[config.mk]
export PLATFORM = sky130hd
export DESIGN_NAME = nest_irq_ctrl
export DESIGN_NICKNAME = d
export VERILOG_FILES = /design/src/rtl/nic_pkg.sv /design/src/rtl/nic_edge_bank.sv /design/src/rtl/nic_flags.sv /design/src/rtl/nic_arbiter.sv /design/src/rtl/nic_nest.sv /design/src/rtl/nest_irq_ctrl.sv
export SDC_FILE = /design/constraint.sdc
export NUM_CORES = 1
export LEC_CHECK = 0
export ABC_CLOCK_PERIOD_IN_PS = 1850
export BUFFER_PORTS_ARGS = -buffer_cell sky130_fd_sc_hd__clkbuf_2
export CORE_MARGIN = 2
export CORE_UTILIZATION = 46
export DETAILED_ROUTE_END_ITERATION = 10
export PLACE_DENSITY_LB_ADDON = 0.1
export SKIP_CTS_REPAIR_TIMING = 1
export SLEW_MARGIN = 30
export SYNTH_ARGS = -nofsm -noshare
export SYNTH_HDL_FRONTEND = slang
export SYNTH_SLANG_ARGS = --single-unit
[constraint.sdc]
create_clock -name clk -period 1.85 [get_ports clk]
set_input_delay 0.37 -clock clk [delete_from_list [all_inputs] [get_ports clk]]
set_output_delay 0.37 -clock clk [all_outputs]
set_load 0.01 [all_outputs]
[src/rtl/nic_pkg.sv]
package nic_pkg;
    localparam int NVEC   = 8;
    localparam int NQUASI = 2;
    localparam int NSRC   = NVEC + NQUASI;
    localparam int VEC_W  = $clog2(NVEC);
    localparam int PRIO_W = 3;
    localparam int NPIN   = 9;

    typedef enum logic [1:0] {
        ST_IDLE = 2'b00,
        ST_LOW  = 2'b01,
        ST_HIGH = 2'b10,
        ST_LOCK = 2'b11
    } nest_st_e;

    typedef struct packed {
        logic             valid;
        logic [VEC_W-1:0] idx;
        logic             high;
    } win_t;

    function automatic logic src_is_high(input logic [PRIO_W-1:0] code, input int unsigned idx);
        logic pair_hit;
        logic single_hit;
        pair_hit   = (code == 3'd1) && (idx < 2);
        single_hit = (code >= 3'd2) && (idx == 32'(code));
        return pair_hit || single_hit;
    endfunction

    function automatic logic may_preempt(input nest_st_e st, input logic high);
        case (st)
            ST_IDLE: return 1'b1;
            ST_LOW:  return high;
            default: return 1'b0;
        endcase
    endfunction
endpackage

[src/rtl/nic_edge_bank.sv]
module nic_edge_bank #(
    parameter int N = 9
) (
    input  logic         clk,
    input  logic [N-1:0] pin,
    input  logic [N-1:0] rise_en,
    input  logic [N-1:0] fall_en,
    output logic [N-1:0] ev
);
    logic [N-1:0] prev;

    // previous level tracks the pin in reset too, so release gives no false edge
    always_ff @(posedge clk) begin
        prev <= pin;
    end

    for (genvar i = 0; i < N; i++) begin : g_det
        assign ev[i] = (rise_en[i] & pin[i] & ~prev[i]) | (fall_en[i] & ~pin[i] & prev[i]);
    end
endmodule

[src/rtl/nic_flags.sv]
module nic_flags #(
    parameter int N = 10
) (
    input  logic         clk,
    input  logic         rst,
    input  logic [N-1:0] ev,
    input  logic [N-1:0] clr,
    output logic [N-1:0] flag
);
    always_ff @(posedge clk) begin
        if (rst) flag <= '0;
        else     flag <= (flag & ~clr) | ev;
    end

    // an event always lands, whatever clear hits the same bit
    assert_event_sets_R11: assert property (@(posedge clk) disable iff (rst)
        (|ev) |=> ((flag & $past(ev)) == $past(ev)));
endmodule

[src/rtl/nic_arbiter.sv]
module nic_arbiter
    import nic_pkg::*;
#(
    parameter int NV = NVEC
) (
    input  logic              clk,
    input  logic              rst,
    input  logic [NV-1:0]     flag,
    input  logic [NV-1:0]     en,
    input  logic              mie,
    input  logic [PRIO_W-1:0] prio,
    input  nest_st_e          status,
    output win_t              win
);
    logic [NV-1:0] hi_mask, allowed, pend, elig, elig_hi, pick;

    for (genvar i = 0; i < NV; i++) begin : g_cls
        assign hi_mask[i] = src_is_high(prio, i);
        assign allowed[i] = may_preempt(status, hi_mask[i]);
    end

    always_comb begin
        pend    = flag & en & {NV{mie}};
        elig    = pend & allowed;
        elig_hi = elig & hi_mask;
        pick    = (|elig_hi) ? elig_hi : elig;
        win.valid = |pick;
        win.idx   = '0;
        for (int i = NV - 1; i >= 0; i--) begin
            if (pick[i]) win.idx = VEC_W'(i);
        end
        win.high = hi_mask[win.idx];
    end

    assert_win_pending_R4: assert property (@(posedge clk) disable iff (rst)
        win.valid |-> (flag[win.idx] && en[win.idx] && mie));
    assert_low_blocked_R8: assert property (@(posedge clk) disable iff (rst)
        (status == ST_LOW && win.valid) |-> win.high);
    assert_top_blocked_R8: assert property (@(posedge clk) disable iff (rst)
        (status == ST_HIGH || status == ST_LOCK) |-> !win.valid);
endmodule

[src/rtl/nic_nest.sv]
module nic_nest
    import nic_pkg::*;
#(
    parameter int DEPTH = 2
) (
    input  logic     clk,
    input  logic     rst,
    input  logic     ack_take,
    input  logic     taken_high,
    input  logic     reti,
    input  logic     sw_wr,
    input  logic [1:0] sw_st,
    output nest_st_e status
);
    nest_st_e stk [DEPTH];

    always_ff @(posedge clk) begin
        if (rst) begin
            status <= ST_IDLE;
            for (int i = 0; i < DEPTH; i++) stk[i] <= ST_IDLE;
        end else if (ack_take) begin
            stk[0] <= status;
            for (int i = 1; i < DEPTH; i++) stk[i] <= stk[i-1];
            status <= taken_high ? ST_HIGH : ST_LOW;
        end else if (reti) begin
            status <= stk[0];
            for (int i = 0; i < DEPTH - 1; i++) stk[i] <= stk[i+1];
            stk[DEPTH-1] <= ST_IDLE;
        end else if (sw_wr) begin
            status <= nest_st_e'(sw_st);
        end
    end

    assert_ack_low_R9: assert property (@(posedge clk) disable iff (rst)
        (ack_take && !taken_high) |=> status == ST_LOW);
    assert_ack_high_R9: assert property (@(posedge clk) disable iff (rst)
        (ack_take && taken_high) |=> status == ST_HIGH);
    assert_reti_pop_R10: assert property (@(posedge clk) disable iff (rst)
        (reti && !ack_take) |=> status == $past(stk[0]));
endmodule

[src/rtl/nest_irq_ctrl.sv]
module nest_irq_ctrl
    import nic_pkg::*;
(
    input  logic        clk,
    input  logic        rst,
    input  logic        tick_pulse,
    input  logic        dual_pin,
    input  logic        pin_a,
    input  logic        pin_b,
    input  logic [1:0]  edge_sel,
    input  logic        ser_pulse,
    input  logic        tmr_pulse,
    input  logic        ce_pin,
    input  logic        gate_pulse,
    input  logic        test_pin,
    input  logic [3:0]  key_pins,
    input  logic        watch_pulse,
    input  logic        en_wr,
    input  logic [7:0]  en_wdata,
    input  logic        mie_wr,
    input  logic        mie_wdata,
    input  logic        prio_wr,
    input  logic [2:0]  prio_wdata,
    input  logic        st_wr,
    input  logic [1:0]  st_wdata,
    input  logic [9:0]  flag_clr,
    input  logic        ack,
    input  logic        reti,
    output logic        irq,
    output logic [2:0]  vec,
    output logic [9:0]  flags,
    output logic [1:0]  status,
    output logic [2:0]  prio_code
);
    logic [NPIN-1:0]   pins, rise_en, fall_en, pin_ev;
    logic [NSRC-1:0]   src_ev, clr, flag_q;
    logic [NVEC-1:0]   en_q;
    logic              mie_q;
    logic [PRIO_W-1:0] prio_q;
    logic              irq_q;
    logic [VEC_W-1:0]  vec_q;
    logic              ack_take, taken_high;
    nest_st_e          st_q;
    win_t              win;

    // pin slots: 0 dual, 1 pin A, 2 pin B, 3 chip-enable, 4 test, 5..8 keys
    assign pins    = {key_pins, test_pin, ce_pin, pin_b, pin_a, dual_pin};
    assign rise_en = {4'b0000, 1'b1, 1'b0, ~edge_sel[1], ~edge_sel[0], 1'b1};
    assign fall_en = {4'b1111, 1'b0, 1'b1, edge_sel[1], edge_sel[0], 1'b1};

    nic_edge_bank #(.N(NPIN)) u_edges (
        .clk(clk), .pin(pins), .rise_en(rise_en), .fall_en(fall_en), .ev(pin_ev)
    );

    assign src_ev = {watch_pulse, pin_ev[4] | (|pin_ev[8:5]), gate_pulse, pin_ev[3],
                     tmr_pulse, ser_pulse, pin_ev[2], pin_ev[1], pin_ev[0], tick_pulse};

    assign ack_take   = ack & irq_q;
    assign taken_high = src_is_high(prio_q, 32'(vec_q));
    assign clr        = flag_clr | (ack_take ? (NSRC'(1) << vec_q) : '0);

    nic_flags #(.N(NSRC)) u_flags (
        .clk(clk), .rst(rst), .ev(src_ev), .clr(clr), .flag(flag_q)
    );

    nic_arbiter #(.NV(NVEC)) u_arb (
        .clk(clk), .rst(rst), .flag(flag_q[NVEC-1:0]), .en(en_q), .mie(mie_q),
        .prio(prio_q), .status(st_q), .win(win)
    );

    nic_nest #(.DEPTH(2)) u_nest (
        .clk(clk), .rst(rst), .ack_take(ack_take), .taken_high(taken_high),
        .reti(reti), .sw_wr(st_wr), .sw_st(st_wdata), .status(st_q)
    );

    always_ff @(posedge clk) begin
        if (rst) begin
            en_q   <= '0;
            mie_q  <= 1'b0;
            prio_q <= '0;
            irq_q  <= 1'b0;
            vec_q  <= '0;
        end else begin
            if (en_wr)             en_q   <= en_wdata;
            if (mie_wr)            mie_q  <= mie_wdata;
            if (prio_wr && !mie_q) prio_q <= prio_wdata;
            irq_q <= ack_take ? 1'b0 : win.valid;
            vec_q <= win.idx;
        end
    end

    assign irq       = irq_q;
    assign vec       = vec_q;
    assign flags     = flag_q;
    assign status    = st_q;
    assign prio_code = prio_q;

    assert_irq_drop_R9: assert property (@(posedge clk) disable iff (rst)
        ack_take |=> !irq_q);
    assert_masked_R4: assert property (@(posedge clk) disable iff (rst)
        !mie_q |=> !irq_q);
    assert_prio_locked_R7: assert property (@(posedge clk) disable iff (rst)
        mie_q |=> $stable(prio_q));
    assert_quasi_silent_R3: assert property (@(posedge clk) disable iff (rst)
        (flag_q[NVEC-1:0] == '0) |=> !irq_q);
endmodule

Yosys cells after proc, flatten, opt, wreduce, memory -nomap -nowiden
Memory sizes are Yosys's and may differ from the RTL's.
Index checks and enable logic that the tools add are counted.
{"block": "word_totals", "regBits": 37, "ram_bits": 4, "in_bits": 48, "out_inout_bits": 19, "word_cells": 130, "n_memories": 1}
{"block": "op_classes", "order_cmp": 2, "eq_ne": 10, "shift": 1, "n_mux": 34, "bitwise": 47, "reduce_logical": 25}
{"name": "u_nest.stk", "depth": 2, "width": 2, "rd": 2, "rd_ports_with_merged_regs": 0, "write_ports": 2, "line_no": "nic_nest.sv:15", "rtl": "nest_st_e stk [DEPTH];"}
{"cell": "bitwise AND 8 bit", "n": 4}
{"cell": "two-way mux 2 bit", "n": 10}
{"cell": "bitwise OR 10 bit", "n": 2}
{"cell": "bitwise AND 1 bit", "n": 17}
{"cell": "case mux 1 bit (2 select lines)", "n": 8}
{"cell": "OR reduction 8 bit", "n": 2}
{"cell": "NOT 1 bit", "n": 14}
{"cell": "== test 3 bit (first input constant)", "n": 4}
{"cell": "two-way mux 3 bit", "n": 4}
{"cell": "logical AND 1 bit", "n": 11}
{"cell": "bitwise AND 10 bit", "n": 1}
{"cell": "two-way mux 1 bit", "n": 10}
{"cell": "two-way mux 10 bit", "n": 1}
{"cell": "NOT 10 bit", "n": 1}
{"cell": "<< shifter 1 x 3 -> 10 bit (first input constant)", "n": 1}
{"cell": "two-way mux 8 bit", "n": 1}
{"cell": "bitwise OR 1 bit", "n": 8}
{"cell": "== test 2 x 3 -> 1 bit (first input constant)", "n": 2}
{"cell": "OR reduction 5 bit", "n": 1}
{"cell": "OR reduction 2 bit", "n": 2}
{"cell": "OR reduction 4 bit", "n": 1}
{"cell": "== test 1 x 3 -> 1 bit (first input constant)", "n": 1}
{"cell": "== test 3 x 1 -> 1 bit (second input constant)", "n": 1}
{"cell": "== test 3 bit", "n": 1}
{"cell": "9 further kinds", "n": 11}

Depth between registers and ports, before layout
{"block": "logic_depth", "depth_word": 15, "ltp_mapped": 7, "ltp_nobuf": 6}

Cells and area by module
From an unflattened synthesis, not the netlist that was laid out.
{"block": "unflattened", "hier_cells": 239, "hier_area_um2": 2220.9}
{"mod": "nest_irq_ctrl", "n_inst": 1, "cells_each": 80, "area_per_inst_um2": 744.5, "seq_area_each_um2": 320.3}
{"mod": "nic_flags", "n_inst": 1, "cells_each": 41, "area_per_inst_um2": 474.2, "seq_area_each_um2": 200.2}
{"mod": "nic_arbiter", "n_inst": 1, "cells_each": 56, "area_per_inst_um2": 409.1, "seq_area_each_um2": 0.0}
{"mod": "nic_edge_bank", "n_inst": 1, "cells_each": 36, "area_per_inst_um2": 306.5, "seq_area_each_um2": 180.2}
{"mod": "nic_nest", "n_inst": 1, "cells_each": 26, "area_per_inst_um2": 286.5, "seq_area_each_um2": 160.2}

Least setup slack after synthesis
Ideal clock, no wire load.
{"block": "synth_path", "kind": "register -> register", "from": "register u_nest.status[1]", "to": "register vec_q[2] (netlist: vec[2])", "setup_ns": 0.116, "arrival_time_ns": 1.711, "required_ns": 1.734, "path_slack_ns": 0.023, "stages_incl_launch_ff": 7, "n_path_buf": 0, "synth_period_minus_slack_ns": 1.827, "path_cell_list": "dfxtp_1 nand4b_4 o22ai_2 a311o_4 o21bai_1 a21oi_1 and3_2"}
{"block": "synth_via", "elab_chain_cells": 10, "elab_cells_between_ends": 19, "cone_classes": "1 x eq/ne; 13 x mux; 2 x bitwise; 3 x reduce/logical"}
{"element": "start, declared", "line_no": "nic_nest.sv:13", "rtl": "output nest_st_e status"}
{"element": "start signal, assigned", "line_no": "nic_nest.sv:24", "rtl": "status <= taken_high ? ST_HIGH : ST_LOW;"}
{"element": "start signal, assigned", "line_no": "nic_nest.sv:26", "rtl": "status <= stk[0];"}
{"element": "start signal, assigned", "line_no": "nic_nest.sv:30", "rtl": "status <= nest_st_e'(sw_st);"}
{"element": "== test 2 x 1 -> 1 bit / zero test 2 bit (equally long branches)", "line_no": "nic_pkg.sv:31", "rtl": "case (st)"}
{"element": "case mux 1 bit (2 select lines)", "line_no": "nic_pkg.sv:31"}
{"element": "bitwise AND 8 bit *", "line_no": "nic_arbiter.sv:24", "rtl": "elig = pend & allowed;"}
{"element": "bitwise AND 8 bit", "line_no": "nic_arbiter.sv:25", "rtl": "elig_hi = elig & hi_mask;"}
{"element": "OR reduction 8 bit", "line_no": "nic_arbiter.sv:26", "rtl": "pick = (|elig_hi) ? elig_hi : elig;"}
{"element": "two-way mux 8 bit *", "line_no": "nic_arbiter.sv:26"}
{"element": "two-way mux 3 bit (4 in a row)", "line_no": "nic_arbiter.sv:30", "rtl": "if (pick[i]) win.idx = VEC_W'(i);"}
{"element": "end signal, assigned", "line_no": "nest_irq_ctrl.sv:88", "rtl": "vec_q <= win.idx;"}
{"element": "end, declared", "line_no": "nest_irq_ctrl.sv:41", "rtl": "logic [VEC_W-1:0] vec_q;"}
Mark *: on every way between the ends. The rest lies on a longest branch, timed or not.
A chain may end at the register's enable or synchronous reset.

Worst setup path after layout
{"block": "layout_path", "from": "register u_nest.status[1]", "to": "register vec_q[0] (netlist: vec[0])"}
{"block": "layout_via", "elab_chain_cells": 13, "elab_cells_between_ends": 22, "cone_classes": "1 x eq/ne; 16 x mux; 2 x bitwise; 3 x reduce/logical"}
{"element": "== test 2 x 1 -> 1 bit / zero test 2 bit (equally long branches)", "line_no": "nic_pkg.sv:31"}
{"element": "case mux 1 bit (2 select lines)", "line_no": "nic_pkg.sv:31"}
{"element": "bitwise AND 8 bit *", "line_no": "nic_arbiter.sv:24"}
{"element": "bitwise AND 8 bit", "line_no": "nic_arbiter.sv:25"}
{"element": "OR reduction 8 bit", "line_no": "nic_arbiter.sv:26"}
{"element": "two-way mux 8 bit *", "line_no": "nic_arbiter.sv:26"}
{"element": "two-way mux 3 bit (4 in a row)", "line_no": "nic_arbiter.sv:30"}
{"element": "two-way mux 2 bit (2 in a row)", "line_no": "nic_arbiter.sv:30"}
{"element": "two-way mux 1 bit", "line_no": "nic_arbiter.sv:30"}
Marked as above.

==> metrics.md <==
| Metric | Value |
|---|---|
| Run status | `finished, final reports clean` |
| PortBufs | `66` |
| Net Sw Power | `0.474 mW` |
| Final min period | `1780 ps` |
| Gpl congestion | `0.858` |
| CTS tree | `yes` |
| Die footprint | `5130 µm²` |
| Post-synth EDFFs | `4` |
| Leakage power | `1.27 nW` |
| ANT cells | `0` |
| CP required | `2050 ps` |
| Root Driver | `clkbuf_8` |
| WHS | `190 ps` |
| Final period util | `96.3%` |
| H-tree Lvls | `2` |
| Routed WL | `5.05 mm` |
| Clock Skew | `4.16 ps` |
| Top-level port count | `67` |
| Mean post-synth cell area | `9.22 µm²` |
| Clk sinks | `41` |
| Wirelength per Cell | `14.0 µm` |
| Max-Cap Viols | `0` |
| Initial Utilization | `48.0%` |
| Filler cell count | `427` |
| DR WL met3 | `234 µm` |
| Final slew viol count | `0` |
| Final hold violations | `0` |
| Clock Latency Late Sink | `290 ps` |
| Critical Path AT | `1980 ps` |
| Ys Warns | `0` |
| Ys async rst share | `0%` |
| Metal1 wirelength | `2.53 mm` |
| RSZ-0062 raised after global routing | `yes` |
| CTS Buf Count | `5` |
| Yosys reg bits | `41` |
| Post-Place Setup Slack | `-45.6 ps` |
| Synth unique cells | `58` |
| Via count | `1,915` |
| Largest net degree at the start of global routing | `25` |
| Detailed Routing Iterations Pass 1 | `5` |
| Max clock buf depth | `2` |
| Final ANT Viol Nets | `0` |
| Worst Max-Slew Pin Slew | `380 ps` |
| # setup viols final | `0` |
| Rel. slew slack | `74.5%` |
| Maximum vdd drop | `0.585 mV` |
| Sw frac | `23.6%` |
| Total Routing Usage GR | `20.7%` |
| Kind of end point of the critical path | `flip-flop` |
| P&R area growth vs syn | `27.4%` |
| # rows | `24` |
| Grt ovf | `0` |
| Clock power share | `36.9%` |
| Commonest non-fill, non-tap cell in the layout | `clkbuf_2` |
| R2R Setup Slk | `70 ps` |
| Vias in the first global route | `1,793` |
| Chip Height | `71.6 µm` |
| Net Count, Synth | `276` |
| Comb pwr share | `13.6%` |
| Vias per cell | `5.29` |
| CP Class | `reg2reg` |
| Clock slew at reported path FFs | `80 ps` |
| Worst setup SP type | `flip-flop` |
| Reg power frac | `49.5%` |
| Netlist Area Pre-Place | `2100 µm²` |
| Core ar. | `4380 µm²` |
| DRC | `0` |
| Die width | `71.6 µm` |
| Layout cells sized above 1 | `38.4%` |
| Setup WS post-layout | `68.3 ps` |
| P_int | `1.53 mW` |
| DRT iter0 DRCs | `74` |
| Net count, final | `357` |
| P per Cell Area | `748 nW/µm²` |
| Highest-count cells in the layout ignoring fill and taps | `clkbuf_2 (66), dfxtp_1 (33), nor2_1 (32)` |
| Initial antenna violation count | `0` |
| Seq/Total Area, Yosys | `40.9%` |
| F_max | `561 MHz` |
| Post-DP HPWL | `3.99 mm` |
| Utilization after layout | `61.1%` |
| CP Max Fanout | `8` |
| First-pass GRT wire length | `8.34 mm` |
| Synth Instances | `228` |
| Worst hold path class | `in2reg` |
| Met2 WL post-DR | `2.25 mm` |
| Top sig layer | `met4` |
| Synth Flop Type | `dfxtp_1` |
-- layer usage --
layer | GRT usage [%] | vias to the layer above
met4 | 4.82 | 0
met1 | 29.7 | 878
met2 | 31.6 | 47
met3 | 5.06 | 5
met5 | 0 | -
li1 | - | 985
-- cell usage after synthesis, types with 2 or more instances --
master	count	area share, %
inv_1	12	2.1
nor3b_1	3	1.1
nor2_1	32	5.7
a31oi_1	6	1.8
mux2i_1	15	7.1
edfxtp_1	4	5.7
nand2_1	14	2.5
clkbuf_8	4	2.6
and2_2	2	0.71
a21oi_1	14	3.3
clkbuf_1	3	0.54
and3_2	3	1.1
o31ai_1	2	0.71
nand3_1	11	2.6
nand3b_1	4	1.4
nor3_1	2	0.48
dfxtp_1	37	35
and4b_2	3	1.6
buf_1	3	0.54
nand2b_1	4	1.2
xnor2_1	3	1.2
a221oi_1	2	0.83
o21ai_0	5	1.2
nor2b_1	4	1.2
nand4b_1	3	1.2
-- worst max-delay path, cell delays in order (launching register included) --
cell      delay [ps]
dfxtp_2          400
nand4b_1         200
o22ai_2          100
a311o_4          430
o31ai_1          280
a21oi_1           80
o41ai_2          200
-- worst paths after layout --
check                           startpoint                         end  cells after the start
max          u_nest.status[1]$_SDFFE_PP0P_           vec[0]$_SDFF_PP0_                      6
min                            key_pins[2]     u_edges.prev[7]$_DFF_P_                      1
max reg2reg  u_nest.status[1]$_SDFFE_PP0P_           vec[0]$_SDFF_PP0_                      6
min reg2reg        u_edges.prev[3]$_DFF_P_  u_flags.flag[6]$_SDFF_PP0_                      2
-- sequential cells by signal (all words and copies together) (netlist names) --
signal and flops:
u_nest.stk 4, u_edges.prev 9, mie_q 1, u_flags.flag 10, u_nest.status 2, en_q 8
vec 3, irq 1, prio_code 3
-- final cells by class --
type	instances	area [µm²]	area share, %
well taps	52	65.1	2.43
clock buffers	7	86.3	3.22
clock inverters	1	30.0	1.12
inverters	12	45.0	1.68
flip-flops and latches	41	868	32.4
multi-input cells	163	1100	41.2
repair buffers	86	480	17.9
-- power by group through the flow --
| stage | registers (mW) | logic [mW] | clock network [mW] |
|---|---|---|---|
| 2_1_floorplan | 1.01 | 0.152 | 0 |
| 3_3_place_gp | 1.01 | 0.270 | 0 |
| 3_5_place_dp | 1.01 | 0.272 | 0 |
| 4_1_cts | 0.991 | 0.274 | 0.752 |
| 5_1_grt | 0.999 | 0.304 | 0.789 |
| 6_report | 0.992 | 0.273 | 0.739 |
-- stage by stage --
step | setup TNS (ps) | total power, mW | std cells | instance area, µm²
final | 0 | 2.00 | 362 | 2680
after global routing | -2.05 | 2.09 | 362 | 2680
after CTS | -71.1 | 2.02 | 362 | 2670
after detailed placement | -45.6 | 1.28 | 354 | 2550
after global placement | 0 | 1.28 | 354 | 2550
after floorplan | 0 | 1.16 | 228 | 2100
-- cells by family after synthesis --
logic type | synth area share [%]
muxes | 7.14
xor gates and xnor gates | 1.25
buffers and inverters | 6.72
and+or+nand+nor | 24.9
AOI/OAI and AO/OA | 19.1
DFF | 40.9
(Power assumes the default switching activity.)
